**src/rtl/dfu_pkg.sv**
```systemverilog
`timescale 1ns/1ps
package dfu_pkg;
  localparam int unsigned PTR_W      = 49;
  localparam int unsigned WORD_W     = 32;
  localparam int unsigned HI_W       = PTR_W - WORD_W;
  localparam int unsigned SIZE_W     = 30;
  localparam int unsigned DSC_WORDS  = 4;
  localparam int unsigned LINK_WORDS = 2;
  localparam int unsigned DSC_BYTES  = DSC_WORDS * WORD_W / 8;
  localparam int unsigned ALIGN_W    = $clog2(DSC_BYTES);
  localparam int unsigned SIDES      = 2;

  typedef enum logic [1:0] {
    OP_START   = 2'd0,
    OP_FETCH   = 2'd1,
    OP_ADVANCE = 2'd2,
    OP_REFILL  = 2'd3
  } dfu_op_e;

  typedef enum logic [1:0] {
    ST_IDLE  = 2'd0,
    ST_FETCH = 2'd1,
    ST_LINK  = 2'd2,
    ST_CHAIN = 2'd3
  } dfu_state_e;

  typedef struct packed {
    logic [PTR_W-1:0]  addr;
    logic [SIZE_W-1:0] size;
    logic [1:0]        cmd;
    logic              intr;
    logic              linked;
    logic              coh;
  } dfu_dsc_t;
endpackage

```
**src/rtl/dfu_unpack.sv**
```systemverilog
`timescale 1ns/1ps
module dfu_unpack
  import dfu_pkg::*;
#(
  parameter int unsigned W_W = WORD_W,
  parameter int unsigned N_W = DSC_WORDS
) (
  input  logic [N_W*W_W-1:0] words,
  input  logic               is_dst,
  output dfu_dsc_t           dsc
);
  localparam int unsigned W1 = W_W;
  localparam int unsigned W2 = 2 * W_W;
  localparam int unsigned W3 = 3 * W_W;

  always_comb begin
    dsc.addr   = {words[W1 +: HI_W], words[0 +: W_W]};
    dsc.size   = words[W2 +: SIZE_W];
    dsc.cmd    = is_dst ? 2'b00 : words[W3 + 3 +: 2];
    dsc.intr   = words[W3 + 2];
    dsc.linked = words[W3 + 1];
    dsc.coh    = words[W3];
  end
endmodule

```
**src/rtl/dfu_ptr_bank.sv**
```systemverilog
`timescale 1ns/1ps
module dfu_ptr_bank
  import dfu_pkg::*;
#(
  parameter int unsigned N_SIDES = SIDES,
  parameter int unsigned P_W     = PTR_W
) (
  input  logic                           clk,
  input  logic                           rst_n,
  input  logic [N_SIDES-1:0]             ld,
  input  logic [N_SIDES-1:0][P_W-1:0]    ld_val,
  output logic [N_SIDES-1:0][P_W-1:0]    ptr
);
  for (genvar s = 0; s < N_SIDES; s++) begin : g_side
    logic [P_W-1:0] ptr_q;
    always_ff @(posedge clk or negedge rst_n) begin
      if (!rst_n) begin
        ptr_q <= '0;
      end else if (ld[s]) begin
        ptr_q <= ld_val[s];
      end
    end
    assign ptr[s] = ptr_q;
  end
endmodule

```
**src/rtl/dfu_rd_engine.sv**
```systemverilog
`timescale 1ns/1ps
module dfu_rd_engine
  import dfu_pkg::*;
#(
  parameter int unsigned W_W       = WORD_W,
  parameter int unsigned P_W       = PTR_W,
  parameter int unsigned MAX_WORDS = DSC_WORDS,
  localparam int unsigned CNT_W    = $clog2(MAX_WORDS + 1),
  localparam int unsigned BSH      = $clog2(W_W / 8)
) (
  input  logic                     clk,
  input  logic                     rst_n,
  input  logic                     go,
  input  logic [P_W-1:0]           go_base,
  input  logic [CNT_W-1:0]         go_count,
  output logic                     rd_req_valid,
  input  logic                     rd_req_ready,
  output logic [P_W-1:0]           rd_req_addr,
  input  logic                     rd_rsp_valid,
  input  logic [W_W-1:0]           rd_rsp_data,
  output logic [MAX_WORDS*W_W-1:0] words,
  output logic                     done
);
  logic                     active_q, active_d;
  logic                     wait_q, wait_d;
  logic [CNT_W-1:0]         idx_q, idx_d;
  logic [CNT_W-1:0]         cnt_q, cnt_d;
  logic [P_W-1:0]           base_q, base_d;
  logic [MAX_WORDS*W_W-1:0] words_q, words_d;
  logic                     done_q, done_d;

  always_comb begin
    active_d = active_q;
    wait_d   = wait_q;
    idx_d    = idx_q;
    cnt_d    = cnt_q;
    base_d   = base_q;
    words_d  = words_q;
    done_d   = 1'b0;
    if (go && !active_q) begin
      active_d = 1'b1;
      wait_d   = 1'b0;
      idx_d    = '0;
      cnt_d    = go_count;
      base_d   = go_base;
      words_d  = '0;
    end else if (active_q) begin
      if (!wait_q) begin
        if (rd_req_ready) wait_d = 1'b1;
      end else if (rd_rsp_valid) begin
        words_d[idx_q*W_W +: W_W] = rd_rsp_data;
        wait_d = 1'b0;
        idx_d  = idx_q + 1'b1;
        if (idx_q == cnt_q - 1'b1) begin
          active_d = 1'b0;
          done_d   = 1'b1;
        end
      end
    end
  end

  always_ff @(posedge clk or negedge rst_n) begin
    if (!rst_n) begin
      active_q <= 1'b0;
      wait_q   <= 1'b0;
      idx_q    <= '0;
      cnt_q    <= '0;
      base_q   <= '0;
      words_q  <= '0;
      done_q   <= 1'b0;
    end else begin
      active_q <= active_d;
      wait_q   <= wait_d;
      idx_q    <= idx_d;
      cnt_q    <= cnt_d;
      base_q   <= base_d;
      words_q  <= words_d;
      done_q   <= done_d;
    end
  end

  assign rd_req_valid = active_q && !wait_q;
  assign rd_req_addr  = base_q + (P_W'(idx_q) << BSH);
  assign words        = words_q;
  assign done         = done_q;
endmodule

```
**src/rtl/dfu_fetch_unit.sv**
```systemverilog
`timescale 1ns/1ps
module dfu_fetch_unit
  import dfu_pkg::*;
(
  input  logic                      clk,
  input  logic                      rst_n,
  input  logic                      mem_mode,
  input  logic                      cmd_valid,
  input  logic [1:0]                cmd_op,
  input  logic                      cmd_side,
  input  logic [WORD_W-1:0]         src_start_lo,
  input  logic [HI_W-1:0]           src_start_hi,
  input  logic [WORD_W-1:0]         dst_start_lo,
  input  logic [HI_W-1:0]           dst_start_hi,
  input  logic [DSC_WORDS*WORD_W-1:0] src_prog,
  input  logic [DSC_WORDS*WORD_W-1:0] dst_prog,
  output logic                      rd_req_valid,
  input  logic                      rd_req_ready,
  output logic [PTR_W-1:0]          rd_req_addr,
  input  logic                      rd_rsp_valid,
  input  logic [WORD_W-1:0]         rd_rsp_data,
  output logic                      busy,
  output logic [63:0]               cur_src_ptr,
  output logic [63:0]               cur_dst_ptr,
  output logic                      dsc_valid,
  output logic                      dsc_side,
  output logic [PTR_W-1:0]          dsc_addr,
  output logic [SIZE_W-1:0]         dsc_size,
  output logic [1:0]                dsc_cmd,
  output logic                      dsc_intr,
  output logic                      dsc_linked,
  output logic                      dsc_coherent,
  output logic                      err_src,
  output logic                      err_dst,
  output logic                      err_flag
);
  localparam int unsigned CNT_W  = $clog2(DSC_WORDS + 1);
  localparam int unsigned PAD_W  = 64 - PTR_W;
  localparam logic        SRC    = 1'b0;
  localparam logic        DST    = 1'b1;

  // state
  dfu_state_e            state_q, state_d;
  logic                  side_q, side_d;
  logic                  chain_q, chain_d;
  logic [SIDES-1:0]      kind_q, kind_d;
  dfu_dsc_t              dsc_q, dsc_d;
  logic                  dval_q, dval_d;
  logic                  dside_q, dside_d;
  logic                  esrc_q, esrc_d;
  logic                  edst_q, edst_d;
  logic                  eflag_q, eflag_d;

  // pointer bank
  logic [SIDES-1:0]             ptr_ld;
  logic [SIDES-1:0][PTR_W-1:0]  ptr_val;
  logic [SIDES-1:0][PTR_W-1:0]  ptr;

  // read engine
  logic                         eng_go;
  logic [PTR_W-1:0]             eng_base;
  logic [CNT_W-1:0]             eng_cnt;
  logic [DSC_WORDS*WORD_W-1:0]  eng_words;
  logic                         eng_done;

  // unpacked views
  dfu_dsc_t dsc_mem, dsc_psrc, dsc_pdst;
  logic [PTR_W-1:0] link_ptr;

  // action flags
  logic fetch_now, fetch_side;
  logic adv_now, adv_side, adv_chain;

  dfu_ptr_bank #(.N_SIDES(SIDES), .P_W(PTR_W)) u_ptrs (
    .clk    (clk),
    .rst_n  (rst_n),
    .ld     (ptr_ld),
    .ld_val (ptr_val),
    .ptr    (ptr)
  );

  dfu_rd_engine #(.W_W(WORD_W), .P_W(PTR_W), .MAX_WORDS(DSC_WORDS)) u_eng (
    .clk          (clk),
    .rst_n        (rst_n),
    .go           (eng_go),
    .go_base      (eng_base),
    .go_count     (eng_cnt),
    .rd_req_valid (rd_req_valid),
    .rd_req_ready (rd_req_ready),
    .rd_req_addr  (rd_req_addr),
    .rd_rsp_valid (rd_rsp_valid),
    .rd_rsp_data  (rd_rsp_data),
    .words        (eng_words),
    .done         (eng_done)
  );

  dfu_unpack u_unp_mem  (.words(eng_words), .is_dst(side_q), .dsc(dsc_mem));
  dfu_unpack u_unp_psrc (.words(src_prog),  .is_dst(SRC),    .dsc(dsc_psrc));
  dfu_unpack u_unp_pdst (.words(dst_prog),  .is_dst(DST),    .dsc(dsc_pdst));

  assign link_ptr = {eng_words[WORD_W +: HI_W], eng_words[0 +: WORD_W]};

  // command decode and sequencing
  always_comb begin
    state_d  = state_q;
    side_d   = side_q;
    chain_d  = chain_q;
    kind_d   = kind_q;
    dsc_d    = dsc_q;
    dval_d   = 1'b0;
    dside_d  = dside_q;
    esrc_d   = 1'b0;
    edst_d   = 1'b0;
    eflag_d  = eflag_q;
    ptr_ld   = '0;
    ptr_val  = ptr;
    eng_go   = 1'b0;
    eng_base = '0;
    eng_cnt  = '0;
    fetch_now  = 1'b0;
    fetch_side = side_q;
    adv_now    = 1'b0;
    adv_side   = side_q;
    adv_chain  = 1'b0;

    unique case (state_q)
      ST_IDLE: begin
        if (cmd_valid) begin
          unique case (dfu_op_e'(cmd_op))
            OP_START: begin
              ptr_ld         = '1;
              ptr_val[SRC]   = {src_start_hi, src_start_lo};
              ptr_val[DST]   = {dst_start_hi, dst_start_lo};
              kind_d         = '0;
              eflag_d        = 1'b0;
            end
            OP_FETCH: begin
              fetch_now  = 1'b1;
              fetch_side = cmd_side;
            end
            OP_ADVANCE: begin
              adv_now  = 1'b1;
              adv_side = cmd_side;
            end
            OP_REFILL: begin
              if (mem_mode) begin
                adv_now   = 1'b1;
                adv_side  = DST;
                adv_chain = 1'b1;
              end
            end
            default: ;
          endcase
        end
      end
      ST_FETCH: begin
        if (eng_done) begin
          dsc_d          = dsc_mem;
          dval_d         = 1'b1;
          dside_d        = side_q;
          kind_d[side_q] = dsc_mem.linked;
          state_d        = ST_IDLE;
        end
      end
      ST_LINK: begin
        if (eng_done) begin
          ptr_ld[side_q]  = 1'b1;
          ptr_val[side_q] = link_ptr;
          state_d         = chain_q ? ST_CHAIN : ST_IDLE;
        end
      end
      ST_CHAIN: begin
        state_d    = ST_IDLE;
        fetch_now  = 1'b1;
        fetch_side = DST;
      end
      default: state_d = ST_IDLE;
    endcase

    if (fetch_now) begin
      side_d  = fetch_side;
      dside_d = fetch_side;
      if (!mem_mode) begin
        dsc_d              = fetch_side ? dsc_pdst : dsc_psrc;
        dval_d             = 1'b1;
        kind_d[fetch_side] = dsc_d.linked;
      end else if (ptr[fetch_side][ALIGN_W-1:0] != '0) begin
        dsc_d              = '0;
        dval_d             = 1'b1;
        kind_d[fetch_side] = 1'b0;
        eflag_d            = 1'b1;
        esrc_d             = (fetch_side == SRC);
        edst_d             = (fetch_side == DST);
      end else begin
        eng_go   = 1'b1;
        eng_base = ptr[fetch_side];
        eng_cnt  = CNT_W'(DSC_WORDS);
        state_d  = ST_FETCH;
      end
    end

    if (adv_now) begin
      side_d  = adv_side;
      chain_d = adv_chain;
      if (!kind_q[adv_side]) begin
        ptr_ld[adv_side]  = 1'b1;
        ptr_val[adv_side] = ptr[adv_side] + PTR_W'(DSC_BYTES);
        state_d           = adv_chain ? ST_CHAIN : ST_IDLE;
      end else begin
        eng_go   = 1'b1;
        eng_base = ptr[adv_side] + PTR_W'(DSC_BYTES);
        eng_cnt  = CNT_W'(LINK_WORDS);
        state_d  = ST_LINK;
      end
    end
  end

  always_ff @(posedge clk or negedge rst_n) begin
    if (!rst_n) begin
      state_q <= ST_IDLE;
      side_q  <= 1'b0;
      chain_q <= 1'b0;
      kind_q  <= '0;
      dsc_q   <= '0;
      dval_q  <= 1'b0;
      dside_q <= 1'b0;
      esrc_q  <= 1'b0;
      edst_q  <= 1'b0;
      eflag_q <= 1'b0;
    end else begin
      state_q <= state_d;
      side_q  <= side_d;
      chain_q <= chain_d;
      kind_q  <= kind_d;
      dsc_q   <= dsc_d;
      dval_q  <= dval_d;
      dside_q <= dside_d;
      esrc_q  <= esrc_d;
      edst_q  <= edst_d;
      eflag_q <= eflag_d;
    end
  end

  assign busy         = (state_q != ST_IDLE);
  assign cur_src_ptr  = {{PAD_W{1'b0}}, ptr[SRC]};
  assign cur_dst_ptr  = {{PAD_W{1'b0}}, ptr[DST]};
  assign dsc_valid    = dval_q;
  assign dsc_side     = dside_q;
  assign dsc_addr     = dsc_q.addr;
  assign dsc_size     = dsc_q.size;
  assign dsc_cmd      = dsc_q.cmd;
  assign dsc_intr     = dsc_q.intr;
  assign dsc_linked   = dsc_q.linked;
  assign dsc_coherent = dsc_q.coh;
  assign err_src      = esrc_q;
  assign err_dst      = edst_q;
  assign err_flag     = eflag_q;
endmodule

```
**config.mk**
```make
export PLATFORM = sky130hd
export DESIGN_NAME = dfu_fetch_unit
export DESIGN_NICKNAME = d
export VERILOG_FILES = /design/src/rtl/dfu_pkg.sv /design/src/rtl/dfu_unpack.sv /design/src/rtl/dfu_ptr_bank.sv /design/src/rtl/dfu_rd_engine.sv /design/src/rtl/dfu_fetch_unit.sv
export SDC_FILE = /design/constraint.sdc
export NUM_CORES = 1
export LEC_CHECK = 0
export ABC_AREA = 1
export BUFFER_PORTS_ARGS = -buffer_cell sky130_fd_sc_hd__buf_4
export CORE_MARGIN = 2
export CORE_UTILIZATION = 35
export CTS_CLUSTER_SIZE = 10
export DETAILED_ROUTE_END_ITERATION = 8
export SYNTH_ARGS = -nofsm -noshare
export SYNTH_HDL_FRONTEND = slang
export SYNTH_SLANG_ARGS = --single-unit
```
**constraint.sdc**
```tcl
create_clock -name clk -period 11.21 [get_ports clk]
set_input_delay 3.363 -clock clk [delete_from_list [all_inputs] [get_ports clk]]
set_output_delay 3.363 -clock clk [all_outputs]
set_load 0.02 [all_outputs]
```
Word level (Yosys, flattened, before mapping)
Index checks and enable logic that the tools add are counted.
- output and inout bits: 268
- flip-flop bits (word level): 379
- word-level logic and storage cells: 201
- reduce and logical (&&, ||, !) cells: 19
- bitwise logic cells: 4
- eq/ne operators: 7
- $lt $le $gt $ge: 6
- shift operators: 2
- multiplexer cells: 134
- add/subtract/negate cells: 5
- operator list (operator ; number):
    two-way mux 49 bit ; 11
    two-way mux 128 bit ; 4
    two-way mux 84 bit ; 6
    two-way mux 98 bit ; 5
    bitwise mux 98 bit ; 2
    case mux 98 bit (2 select lines) ; 1
    bitwise mux 128 bit ; 1
    variable shift 32 x 34 -> 128 bit (first input constant) ; 1
    variable part select 32 x 34 -> 128 bit ; 1
    demux 49 bit (select 1 bit) ; 2
    two-way mux 1 bit ; 60
    adder 49 x 5 -> 49 bit ; 1
    adder 49 x 5 -> 49 bit (second input constant) ; 1
    two-way mux 2 bit ; 21
    negation 8 -> 34 bit ; 1
    two-way mux 3 bit ; 9
    nonzero test 2 bit ; 7
    == test 2 bit (second input constant) ; 4
    case mux 1 bit (2 select lines) ; 4
    case mux 2 bit (2 select lines) ; 2
    < comparator 1 x 2 -> 1 bit (second input constant) ; 3
    case mux 2 bit (3 select lines) ; 1
    logical AND 1 bit ; 5
    bitwise mux 2 bit ; 2
    15 further kinds ; 22

Longest topological paths before layout
- depth in word-level cells: 15
- gate-level depth with buffers: 22

Cells and area by module
From an unflattened synthesis, not the netlist that was laid out.
- cell total of the unflattened synthesis: 3931
- area, all modules: 27402.5 µm²
- modules (own cells, without submodules) (module ; times used ; seq. area each (µm²) ; cells an instance ; area each (µm²)):
    dfu_fetch_unit ; 1 ; 2377.3 ; 2151 ; 12642.1
    dfu_rd_engine ; 1 ; 4654.5 ; 1106 ; 9152.5
    dfu_ptr_bank ; 1 ; 2452.4 ; 416 ; 3716.1
    dfu_unpack ; 3 ; 0.0 ; 86 ; 630.6

Least setup slack after synthesis
OpenSTA, ideal clock, no wires.
- path type: register to output
- from: reg u_eng.idx_q[0]
- to: out rd_req_addr[46]
- path buffers: 0
- arrival time: 2.905 ns
- setup slack: 4.942 ns
- stages on the path, launching flop included: 17
- cell sequence: dfrtp_1 > ha_1 > inv_1 > fa_1 > nor2_1 > o21ai_0 > nor2_1 > nand2_1 > nor2_1 > nand3_1 > nor2_1 > nand2_1 > nor2_1 > nand2_1 > nor2_1 > nand3_1 > xnor2_1
- cells in the longest elaborated chain, start to end: 1
- ends and longest elaborated chain (element ; line ; RTL):
    start, declared ; dfu_rd_engine.sv:26 ; logic [CNT_W-1:0] idx_q, idx_d;
    start signal, assigned ; dfu_rd_engine.sv:74 ; idx_q <= idx_d;
    adder 49 x 5 -> 49 bit ; dfu_rd_engine.sv:83 ; assign rd_req_addr = base_q + (P_W'(idx_q) << BSH);
    end, declared ; dfu_fetch_unit.sv:19 ; output logic [PTR_W-1:0] rd_req_addr,
No other way between the ends.

Worst setup path after layout
- from: reg u_eng.idx_q[1]
- to: out rd_req_addr[48]
The elaborated chain is that of the path after synthesis.

==> results.yml <==
routing:
  dr_total_vias: 25300
  dr.pass1.iters: 6
  remaining_drc_errors: 0
  number_of_nets_with_antenna_violations_after_detailed_routing: 0
  wl_mm: 117
  wire_per_inst_um: 26.0
  initial_detailed_routing_violation_count: 2825
  routed_via_density: 5.62
timing:
  final-setup-viol-count: 0
  tightestPinTransition_ns: 1.13
  final_min_period_over_clock_period_pct: 71.0
  slew_headroom_pct: 24.4
  max_frequency_mhz: 126
  final.setup.tns_ns: 0
  grt_setup_unrepaired: "false"
  fin_crit_ns: 7.95
  timing.clock.skew_ns: 0.0270
  timing.final.hold_violations: 0
  report.final.slew_viol_count: 0
synth:
  most_area_hungry_cell_type_in_the_yosys_netlist: "sky130_fd_sc_hd__dfrtp_1"
  syn_area_per_cell_um2: 6.90
  synth.yosys.warnings: 0
  yosysTopAreaCellShare_pct: 37.8
  synth_simple_gate_area_share_pct: 25.1
  synth_top_cells_by_count: "sky130_fd_sc_hd__nand2_1 (811), sky130_fd_sc_hd__o21ai_0 (416), sky130_fd_sc_hd__dfrtp_1 (334)"
  synth_cell_types: 48
  most_used_flip_flop_cell_after_synthesis: "sky130_fd_sc_hd__dfrtp_1"
  synth_sequential_area_ratio_pct: 37.8
  most_used_standard_cell_by_instance_count_after_synthesis: "sky130_fd_sc_hd__nand2_1"
  post_synthesis_instance_total: 3203
  synthMuxAreaShare_pct: 0.317
  area_share_of_xor_xnor_cells_in_the_synthesized_design_pct: 2.74
  synth_area_um2: 22100
  synth_seq_cells: 334
  synthAdderAreaFrac_pct: 0.884
  synth_async_sr_flop_share_pct: 100
  dominant_combinational_cell_family_by_area_after_synthesis: "simple AND/OR/NAND/NOR gates"
  synth_enable_flop_cells: 0
  synth.top_cells.by_area: "sky130_fd_sc_hd__dfrtp_1 (38%), sky130_fd_sc_hd__nand2_1 (14%), sky130_fd_sc_hd__o21ai_0 (9.4%), sky130_fd_sc_hd__nor2_1 (5.4%), sky130_fd_sc_hd__inv_1 (4.5%)"
  synth_compound_gate_area_share_pct: 23.6
critical_path:
  critical_path_buf_inv_count: 2
  critical_path.endpoint_type: "output pin"
  cp.arrival_ns: 4.59
  worst_path_largest_cell_delay_ns: 0.61
  critPathRequiredTime_ns: 7.85
  timing.critical_path.cells: "inv_1 -> fa_1 -> nor2_1 -> o21ai_0 -> nor2_1 -> nand4_1 -> nor2_1 -> nand4_1 -> nor3b_1 -> nand2_1 -> nor2_1 -> xor2_1 -> buf_4"
  crit_path_start_kind: "flip-flop"
  critical_path_top_delay_cell: "sky130_fd_sc_hd__dfrtp_1"
  critPathMaxFanout: 6
  timing.critical_path.max_delay_family: "simple AND/OR/NAND/NOR gates"
  cpMostUsedCell: "sky130_fd_sc_hd__nor2_1"
  timing.setup.critical_path_class: "reg2out"
clock_tree:
  tritoncts.num_buffers: 42
  cts_clock_pin_slew_for_the_worst_setup_and_hold_paths_ns: 0.06
  root_buffer: "sky130_fd_sc_hd__clkbuf_16"
  clock_latency_ns: 0.61
  clk_path_buf_depth: 3
  postCtsSetupBuffers: 0
  clkSinkCount: 334
  cts_resized: 0
  tritoncts: "built"
  cts_hold_repair.buffers: 0
  htree_num_levels: 2
global_routing:
  gr-total-overflow: 0
  gr-usage-all-layers_pct: 35.2
  grt_first_pass_wirelength_mm: 166
  grt_antenna_before_repair: 12
  number_of_global_route_vias_before_repair: 23700
  grt_max_degree: 133
floorplanning:
  core-area_um2: 62700
  die_x_um: 255
  io_pins: 663
  die_height_um: 255
  die_area_um2: 65100
  row_count: 92
  start_util_pct: 35.2
pwr:
  power_mw: 8.43
  ir_worst_vdd_mv: 0.187
  cellLeakagePower_nw: 12.9
  powerDensity_nw_per_um2: 302
placement:
  placedInstanceArea_um2: 26600
  weighted_congestion_at_the_end_of_routability_driven_global_placement: 0.975
  post-dp-hpwl_mm: 87.5
  port_buffers: 542
finish:
  synthToLayoutAreaGrowth_pct: 26.3
  final_cell_area_um2: 27900
  design.final.nets: 4038
  drive_above_1_share_pct: 19.2
status:
  outcome: "complete, no violations"
flow_run:
  drv_cap: 0
worst_hold_path:
  hp-class: "reg2reg"
per-stage QoR:
step,utilization (%),std cells,hold WS (ns),setup slack [ns]
6_report,44.5,4502,0.487,3.26
5_1_grt,44.5,4498,0.514,3.03
4_1_cts,44.5,4496,0.483,3.33
3_5_place_dp,42.4,4430,0.468,3.14
3_3_place_gp,42.4,4430,0.467,3.17
2_1_floorplan,-,3232,0.442,4.94
final cells by class:
class | instances | area (um^2)
clock buffer | 59 | 1170
clock inverter | 7 | 101
timing repair buffer | 576 | 4340
antenna | 6 | 15.0
fill | 6699 | 34800
inverter | 282 | 1060
tap | 846 | 1060
multi-input combinational | 2392 | 11800
sequential | 334 | 8360
layer usage:
layer  global-route usage [%]  up-vias  share of wire [%]
met3                     10.2      250                 11
li1                         -    11500                  -
met2                     53.5     1480                 44
met1                     46.9    12000                 41
met5                        0        -              0.065
met4                     14.4       14                4.5
power by group:
group          total, mW  internal, mW  leakage [nW]  switching [mW]
registers           2.30          1.73          4.30           0.577
clock network       1.34         0.753         0.626           0.590
logic               4.79          1.50          7.99            3.29
sequential cells by signal, summed over array words and instances (netlist names), 2 cells and up:
register / flops
u_ptrs.g_side.ptr_q: 98
u_eng.idx_q: 3
state_q: 2
dsc_cmd: 2
kind_q: 2
dsc_addr: 49
u_eng.words: 84
u_eng.base_q: 49
u_eng.cnt_q: 2
dsc_size: 30
tightest hold or removal path: stages, from the launching register on:
cell                      delay [ns]
sky130_fd_sc_hd__dfrtp_1        0.35
sky130_fd_sc_hd__nand2_1        0.06
sky130_fd_sc_hd__nand2_1        0.05
path summary, 6_finish.rpt:
check	startpoint	to	slack, ns	cells after the start
max	u_eng.idx_q[1]	rd_req_addr[48]	3.26	13
min reg2reg	chain_q	chain_q	0.49	2
max reg2reg	state_q[0]	u_ptrs.g_side[1].ptr_q[12]	5.81	16
min in group asynchronous	rst_n	dsc_size[16]	2.82	1
min	chain_q	chain_q	0.49	2
max in group asynchronous	rst_n	dsc_addr[35]	6.97	2
cells in the final DEF (no fill, tap or decap), drive strengths merged, types with 50 or more instances in the layout:
| cell type | count |
|---|---|
| nor2 | 333 |
| a21oi | 164 |
| clkbuf | 59 |
| o22ai | 50 |
| o21ai | 476 |
| buf | 576 |
| dfrtp | 334 |
| xor2 | 55 |
| nand2 | 821 |
| o211ai | 62 |
| inv | 281 |
| nand3 | 140 |
| a22oi | 54 |
cells by family (layout without fill, tap and decap cells):
family                   count (synthesis)  in the layout
XOR/XNOR                                69             69
AO/OA/AOI/OAI                          907            907
other                                    1             36
multiplexers                             7              7
flip-flops                             334            334
buffers and inverters                  506            924
adder cells (fa/ha/maj)                 15             15
AND/OR/NAND/NOR                       1364           1364
(Power assumes the default switching activity.)
